**config.mk**
```make
export PLATFORM = sky130hd
export DESIGN_NAME = pwrseq_top
export DESIGN_NICKNAME = d
export VERILOG_FILES = /design/src/rtl/pwrseq_pkg.sv /design/src/rtl/pwrseq_sync.sv /design/src/rtl/pwrseq_settle.sv /design/src/rtl/pwrseq_fsm.sv /design/src/rtl/pwrseq_outreg.sv /design/src/rtl/pwrseq_top.sv
export SDC_FILE = /design/constraint.sdc
export NUM_CORES = 1
export LEC_CHECK = 0
export ABC_AREA = 1
export BUFFER_PORTS_ARGS = -buffer_cell sky130_fd_sc_hd__buf_2
export CAP_MARGIN = 25
export CORE_ASPECT_RATIO = 0.8
export CORE_UTILIZATION = 51
export CTS_BUF_LIST = sky130_fd_sc_hd__clkbuf_16
export CTS_CLUSTER_DIAMETER = 60
export DETAILED_ROUTE_END_ITERATION = 8
export GPL_TIMING_DRIVEN = 0
export PLACE_DENSITY = 0.72
export SLEW_MARGIN = 20
export SYNTH_ARGS = -nofsm -noshare
export SYNTH_HDL_FRONTEND = slang
export SYNTH_HIERARCHICAL = 1
export SYNTH_SLANG_ARGS = --single-unit
export TNS_END_PERCENT = 1
```
**constraint.sdc**
```tcl
create_clock -name clk -period 3.95 [get_ports clk]
set_input_delay 0.395 -clock clk [delete_from_list [all_inputs] [get_ports clk]]
set_output_delay 0.395 -clock clk [all_outputs]
set_load 0.005 [all_outputs]
```
**src/rtl/pwrseq_pkg.sv**
```systemverilog
package pwrseq_pkg;

  typedef enum logic [3:0] {
    ST_RUN     = 4'd0,
    ST_GATE    = 4'd1,
    ST_OUTZ    = 4'd2,
    ST_MCLK    = 4'd3,
    ST_REFZ    = 4'd4,
    ST_OFF     = 4'd5,
    ST_WAKE    = 4'd6,
    ST_SETTLE  = 4'd7,
    ST_RESTORE = 4'd8,
    ST_REFON   = 4'd9,
    ST_OUTON   = 4'd10
  } seq_state_e;

  typedef struct packed {
    logic out_en;
    logic out_oe;
    logic div_rst;
    logic mclk_en;
    logic ref_oe;
    logic osc_en;
    logic buf_en;
    logic force_max;
  } seq_ctl_t;

  // Control pattern for each step (ref_oe before the disable bit mask).
  function automatic seq_ctl_t ctl_of(seq_state_e s);
    seq_ctl_t c;
    c = '0;
    case (s)
      ST_RUN:     c = '{1'b1,1'b1,1'b0,1'b1,1'b1,1'b1,1'b1,1'b0};
      ST_GATE:    c = '{1'b0,1'b1,1'b1,1'b1,1'b1,1'b1,1'b1,1'b0};
      ST_OUTZ:    c = '{1'b0,1'b0,1'b1,1'b1,1'b1,1'b1,1'b1,1'b0};
      ST_MCLK:    c = '{1'b0,1'b0,1'b1,1'b0,1'b1,1'b1,1'b1,1'b0};
      ST_REFZ:    c = '{1'b0,1'b0,1'b1,1'b0,1'b0,1'b1,1'b1,1'b0};
      ST_OFF:     c = '0;
      ST_WAKE:    c = '{1'b0,1'b0,1'b1,1'b0,1'b0,1'b1,1'b1,1'b0};
      ST_SETTLE:  c = '{1'b0,1'b0,1'b0,1'b1,1'b0,1'b1,1'b1,1'b1};
      ST_RESTORE: c = '{1'b0,1'b0,1'b1,1'b1,1'b0,1'b1,1'b1,1'b0};
      ST_REFON:   c = '{1'b0,1'b0,1'b1,1'b1,1'b1,1'b1,1'b1,1'b0};
      ST_OUTON:   c = '{1'b0,1'b1,1'b1,1'b1,1'b1,1'b1,1'b1,1'b0};
      default:    c = '0;
    endcase
    return c;
  endfunction

endpackage

```
**src/rtl/pwrseq_sync.sv**
```systemverilog
module pwrseq_sync #(
  parameter int   STAGES  = 2,
  parameter logic RST_VAL = 1'b0
) (
  input  logic clk,
  input  logic rst,
  input  logic d,
  output logic q
);
  logic [STAGES-1:0] sr;

  generate
    if (STAGES == 1) begin : g_one
      always_ff @(posedge clk) begin
        if (rst) sr <= RST_VAL;
        else     sr <= d;
      end
    end else begin : g_chain
      always_ff @(posedge clk) begin
        if (rst) sr <= {STAGES{RST_VAL}};
        else     sr <= {sr[STAGES-2:0], d};
      end
    end
  endgenerate

  assign q = sr[STAGES-1];
endmodule

```
**src/rtl/pwrseq_settle.sv**
```systemverilog
module pwrseq_settle #(
  parameter int TICKS = 256
) (
  input  logic clk,
  input  logic rst,
  input  logic run,
  input  logic tick,
  output logic done
);
  localparam int W = $clog2(TICKS + 1);
  localparam logic [W-1:0] LIMIT = W'(TICKS);

  logic [W-1:0] cnt;

  always_ff @(posedge clk) begin
    if (rst || !run)                cnt <= '0;
    else if (tick && cnt != LIMIT)  cnt <= cnt + 1'b1;
  end

  assign done = (cnt == LIMIT);
endmodule

```
**src/rtl/pwrseq_fsm.sv**
```systemverilog
module pwrseq_fsm
  import pwrseq_pkg::*;
(
  input  logic       clk,
  input  logic       rst,
  input  logic       pd_req,
  input  logic       out_low,
  input  logic       ref_quiet,
  input  logic       settle_done,
  output seq_state_e state_q,
  output seq_state_e state_d
);
  always_comb begin
    state_d = state_q;
    case (state_q)
      ST_RUN:     if (pd_req) state_d = ST_GATE;
      ST_GATE:    if (out_low) state_d = ST_OUTZ;
      ST_OUTZ:    state_d = ST_MCLK;
      ST_MCLK:    if (ref_quiet) state_d = ST_REFZ;
      ST_REFZ:    state_d = ST_OFF;
      ST_OFF:     if (!pd_req) state_d = ST_WAKE;
      ST_WAKE:    state_d = pd_req ? ST_OFF : ST_SETTLE;
      ST_SETTLE: begin
        if (pd_req)           state_d = ST_REFZ;
        else if (settle_done) state_d = ST_RESTORE;
      end
      ST_RESTORE: state_d = pd_req ? ST_REFZ : ST_REFON;
      ST_REFON:   state_d = pd_req ? ST_MCLK : ST_OUTON;
      ST_OUTON:   state_d = pd_req ? ST_GATE : ST_RUN;
      default:    state_d = ST_OFF;
    endcase
  end

  always_ff @(posedge clk) begin
    if (rst) state_q <= ST_OFF;
    else     state_q <= state_d;
  end
endmodule

```
**src/rtl/pwrseq_outreg.sv**
```systemverilog
module pwrseq_outreg
  import pwrseq_pkg::*;
(
  input  logic       clk,
  input  logic       rst,
  input  seq_state_e state_d,
  input  logic       ref_dis,
  output seq_ctl_t   ctl_q,
  output logic [3:0] code_q
);
  seq_ctl_t ctl_d;

  always_comb begin
    ctl_d        = ctl_of(state_d);
    ctl_d.ref_oe = ctl_d.ref_oe & ~ref_dis;
  end

  always_ff @(posedge clk) begin
    if (rst) begin
      ctl_q  <= '0;
      code_q <= ST_OFF;
    end else begin
      ctl_q  <= ctl_d;
      code_q <= state_d;
    end
  end
endmodule

```
**src/rtl/pwrseq_top.sv**
```systemverilog
module pwrseq_top
  import pwrseq_pkg::*;
#(
  parameter int SETTLE_TICKS = 256,
  parameter int SYNC_STAGES  = 2
) (
  input  logic       clk,
  input  logic       rst,
  input  logic       pdn_pin_n,
  input  logic       pdn_mode,
  input  logic       ref_dis,
  input  logic       mclk_tick,
  input  logic       out_lvl,
  input  logic       ref_lvl,
  output logic       osc_en,
  output logic       buf_en,
  output logic       mclk_en,
  output logic       out_en,
  output logic       out_oe,
  output logic       div_rst,
  output logic       div_force_max,
  output logic       ref_oe,
  output logic [3:0] seq_state
);
  logic       pin_s;
  logic       pd_req;
  logic       settle_done;
  seq_state_e st_q, st_d;
  seq_ctl_t   ctl;

  pwrseq_sync #(.STAGES(SYNC_STAGES), .RST_VAL(1'b0)) u_sync (
    .clk(clk), .rst(rst), .d(pdn_pin_n), .q(pin_s)
  );

  assign pd_req = pdn_mode & ~pin_s;

  pwrseq_settle #(.TICKS(SETTLE_TICKS)) u_settle (
    .clk(clk), .rst(rst), .run(st_q == ST_SETTLE),
    .tick(mclk_tick), .done(settle_done)
  );

  pwrseq_fsm u_fsm (
    .clk(clk), .rst(rst), .pd_req(pd_req), .out_low(~out_lvl),
    .ref_quiet(~ref_lvl | ref_dis), .settle_done(settle_done),
    .state_q(st_q), .state_d(st_d)
  );

  pwrseq_outreg u_out (
    .clk(clk), .rst(rst), .state_d(st_d), .ref_dis(ref_dis),
    .ctl_q(ctl), .code_q(seq_state)
  );

  assign osc_en        = ctl.osc_en;
  assign buf_en        = ctl.buf_en;
  assign mclk_en       = ctl.mclk_en;
  assign out_en        = ctl.out_en;
  assign out_oe        = ctl.out_oe;
  assign div_rst       = ctl.div_rst;
  assign div_force_max = ctl.force_max;
  assign ref_oe        = ctl.ref_oe;
endmodule

```
==> results by group <==
Layout
  • # diodes: 0
  • Area Growth Syn to Fin: 14.9%
  • Filler cell count: 253
  • NumNets Final: 249
  • Final std cells w/o fill: 267
  • Share of cells above drive strength 1: 22.9%

Floorplan
  • # rows: 16
  • Die X: 61.4 um
  • Ports: 20
  • Die H: 49.5 um
  • Die ar.: 3040 um2
  • Initial Util: 56.2%
  • Core ar.: 2560 um2

STA
  • Final worst setup slack: 1.72 ns
  • Worst hold slack: 0.321 ns
  • Minimum clock period: 2.23 ns
  • Slew Viols, Final: 0
  • Fmax: 0.448 GHz
  • Crit share post-route: 56.4%
  • Final setup violation count: 0
  • Final Hold Viols: 0
  • Slew of the pin with the lowest slew margin: 0.294 ns
  • Setup Total Neg Slack: 0 ns
  • RSZ-0062 raised after global routing: no
  • Clk_skew: 0.00244 ns
  • Max-slew headroom: 80.4%

Yosys
  • Syn Nets: 225
  • Synth Cell Area: 1440 um2
  • Netlist cell types: 24
  • Seq cells post-synth: 26
  • Synth warnings: 6
  • Seq/Total Area, Yosys: 36.1%
  • Synth Area per Inst: 6.89 um2
  • Synth Instances: 209

Hold path
  • Worst Hold Class: in -> reg

Detailed routing
  • Via count: 1327
  • Wire per inst: 10.7 um
  • TritonRoute pass-1 iters: 4
  • Detail Route Antenna Nets: 0
  • Vias per inst: 4.97
  • Initial DRC Count: 79
  • DR DRC count: 0
  • Routed Wire Length: 2.86 mm

Clocking
  • Post-CTS Resized: 0
  • Post-CTS Setup Inserts: 0
  • Total CTS buffers: 3
  • Clock Tree Buf Depth: 2
  • Htree depth: 1
  • TritonCTS clock tree: done
  • Worst-Skew Late Latency: 0.25 ns
  • Clock transition at path regs: 0.06 ns
  • Total clock sinks: 26
  • Root Driver: clkbuf_16
  • CTS hold repair buffers: 0

Outcome
  • Status: complete, no violations

Worst setup path
  • CP Class: reg -> reg
  • Worst Setup End Kind: flop
  • Crit path DAT: 2.39 ns
  • Crit path required time: 4.11 ns
  • Startpoint class of the critical path: flop
  • CP max FO: 5

Pwr
  • Worst IR Drop VDD: 0.000316 V
  • Leakage Power: 0.847 nW
  • Power per cell area: 629 nW/um2
  • Total Power: 1.04 mW

Global routing
  • Initial antenna violation count: 0
  • Largest net degree at the start of global routing: 14
  • Vias in the first global route: 1224
  • First-pass GRT wire length: 4.86 mm
  • Overall routing resource usage: 21.2%
  • GRT overflow: 0

Job
  • Max-cap violation count: 0

Placed design
  • Final GP Congestion: 0.875
  • Number of port buffers: 19
  • DP Cell Count: 264
  • Pre-CTS setup slack: 1.73 ns
  • Post-DP HPWL: 2.23 mm
cell usage in the layout, fill, tap and decap left out:
master,count
nand3_2,2
o21ai_0,4
o22ai_2,1
dfxtp_1,26
nand2_4,1
a21oi_1,8
inv_2,6
nand2_1,50
clkbuf_16,3
o21a_1,1
buf_2,19
buf_4,1
inv_1,33
xor2_1,1
ha_1,8
nand2_2,8
nand4_1,1
nor3_1,5
nor2_4,1
nor3_4,1
o21ai_1,1
nor2_2,7
nor2_1,23
nor3_2,2
nand3_1,17
a21oi_2,1
path summary, 6_finish.rpt:
kind,slack (ns),depth (start not counted),endpoint,startpoint
worst max register to register,1.72,19,u_out/ctl_q[5],u_settle/cnt[0]
worst max-delay path,1.72,19,u_out/ctl_q[5],u_settle/cnt[0]
worst min-delay path,0.32,2,u_out/ctl_q[3],ref_dis
worst min register to register,0.41,2,u_sync/sr[1],u_sync/sr[0]
Yosys cell counts:
cell,instances,area [um2]
o21ai_0,4,20.0
nand2_1,50,188
a21oi_1,8,40.0
inv_1,33,124
nor2_1,23,86.3
nor2_4,1,11.3
nor3_2,2,20.0
nand3_2,2,20.0
nand2_4,1,11.3
o22ai_2,1,12.5
nor3_4,1,16.3
nor3_1,5,25.0
a21oi_2,1,8.76
nor2_2,7,43.8
ha_1,8,100
o21ai_1,1,5.00
nand2_2,8,50.1
o21a_1,1,7.51
xor2_1,1,8.76
nand3_1,17,85.1
buf_4,1,7.51
dfxtp_1,26,521
nand4_1,1,6.26
inv_2,6,22.5
sequential cells by signal, summed over array words and instances (netlist names):
register and cells:
u_out/ctl_q 7, u_settle/cnt 9, u_fsm/state_q 4, u_out/code_q 4, u_sync/sr 2
layout make-up:
| cell class | instances | area (um2) | share of cell area [%] |
|---|---|---|---|
| Sequential cell | 26 | 520 | 31.4 |
| Timing Repair Buffer | 19 | 95.1 | 5.74 |
| Inverter | 39 | 146 | 8.84 |
| Clock buffer | 3 | 75.1 | 4.54 |
| Tap cell | 36 | 45.0 | 2.72 |
| Buffer | 1 | 7.51 | 0.454 |
| Multi-Input combinational cell | 143 | 766 | 46.3 |
stage by stage:
step / util [%] / instance area, um2
floorplan: - / 1440
global placement: 61.7 / 1580
detailed placement: 61.7 / 1580
CTS: 64.6 / 1660
global route: 64.6 / 1660
finish: 64.6 / 1660
worst max-delay path, cell delays in order (launching register included):
cell and delay [ns]:
dfxtp_1 0.35, inv_1 0.11, ha_1 0.21, nand2_1 0.06
nor2_1 0.04, nand2_1 0.13, inv_1 0.07, inv_1 0.08
nand2_2 0.07, nor2_1 0.11, nor2_2 0.07, nand2_1 0.18
inv_1 0.13, ha_1 0.24, inv_1 0.06, nand2_1 0.05
nand2_1 0.05, nand2_1 0.04, nand2_1 0.06, inv_1 0.03
routing by layer:
layer | global-route usage, % | part of all wire [%] | vias up
met5 | 0 | 0 | -
li1 | - | - | 686
met2 | 37.3 | 51 | 34
met4 | 6.67 | 1.1 | 0
met3 | 6.82 | 5.1 | 7
met1 | 23.7 | 43 | 600
power breakdown:
group | internal (mW) | switching, mW
logic | 0.170 | 0.302
registers | 0.316 | 0.0377
clock network | 0.134 | 0.0820
logic make-up after synthesis:
kind of cell,count (synthesis),synth area share [%]
adders and majority gates,8,6.95
DFF,26,36.1
xor gates and xnor gates,1,0.608
buffers and inverters,40,10.7
and+or+nand+nor,118,39.1
AOI/OAI and AO/OA,16,6.52
No activity file was read; power rests on OpenSTA's default activity.
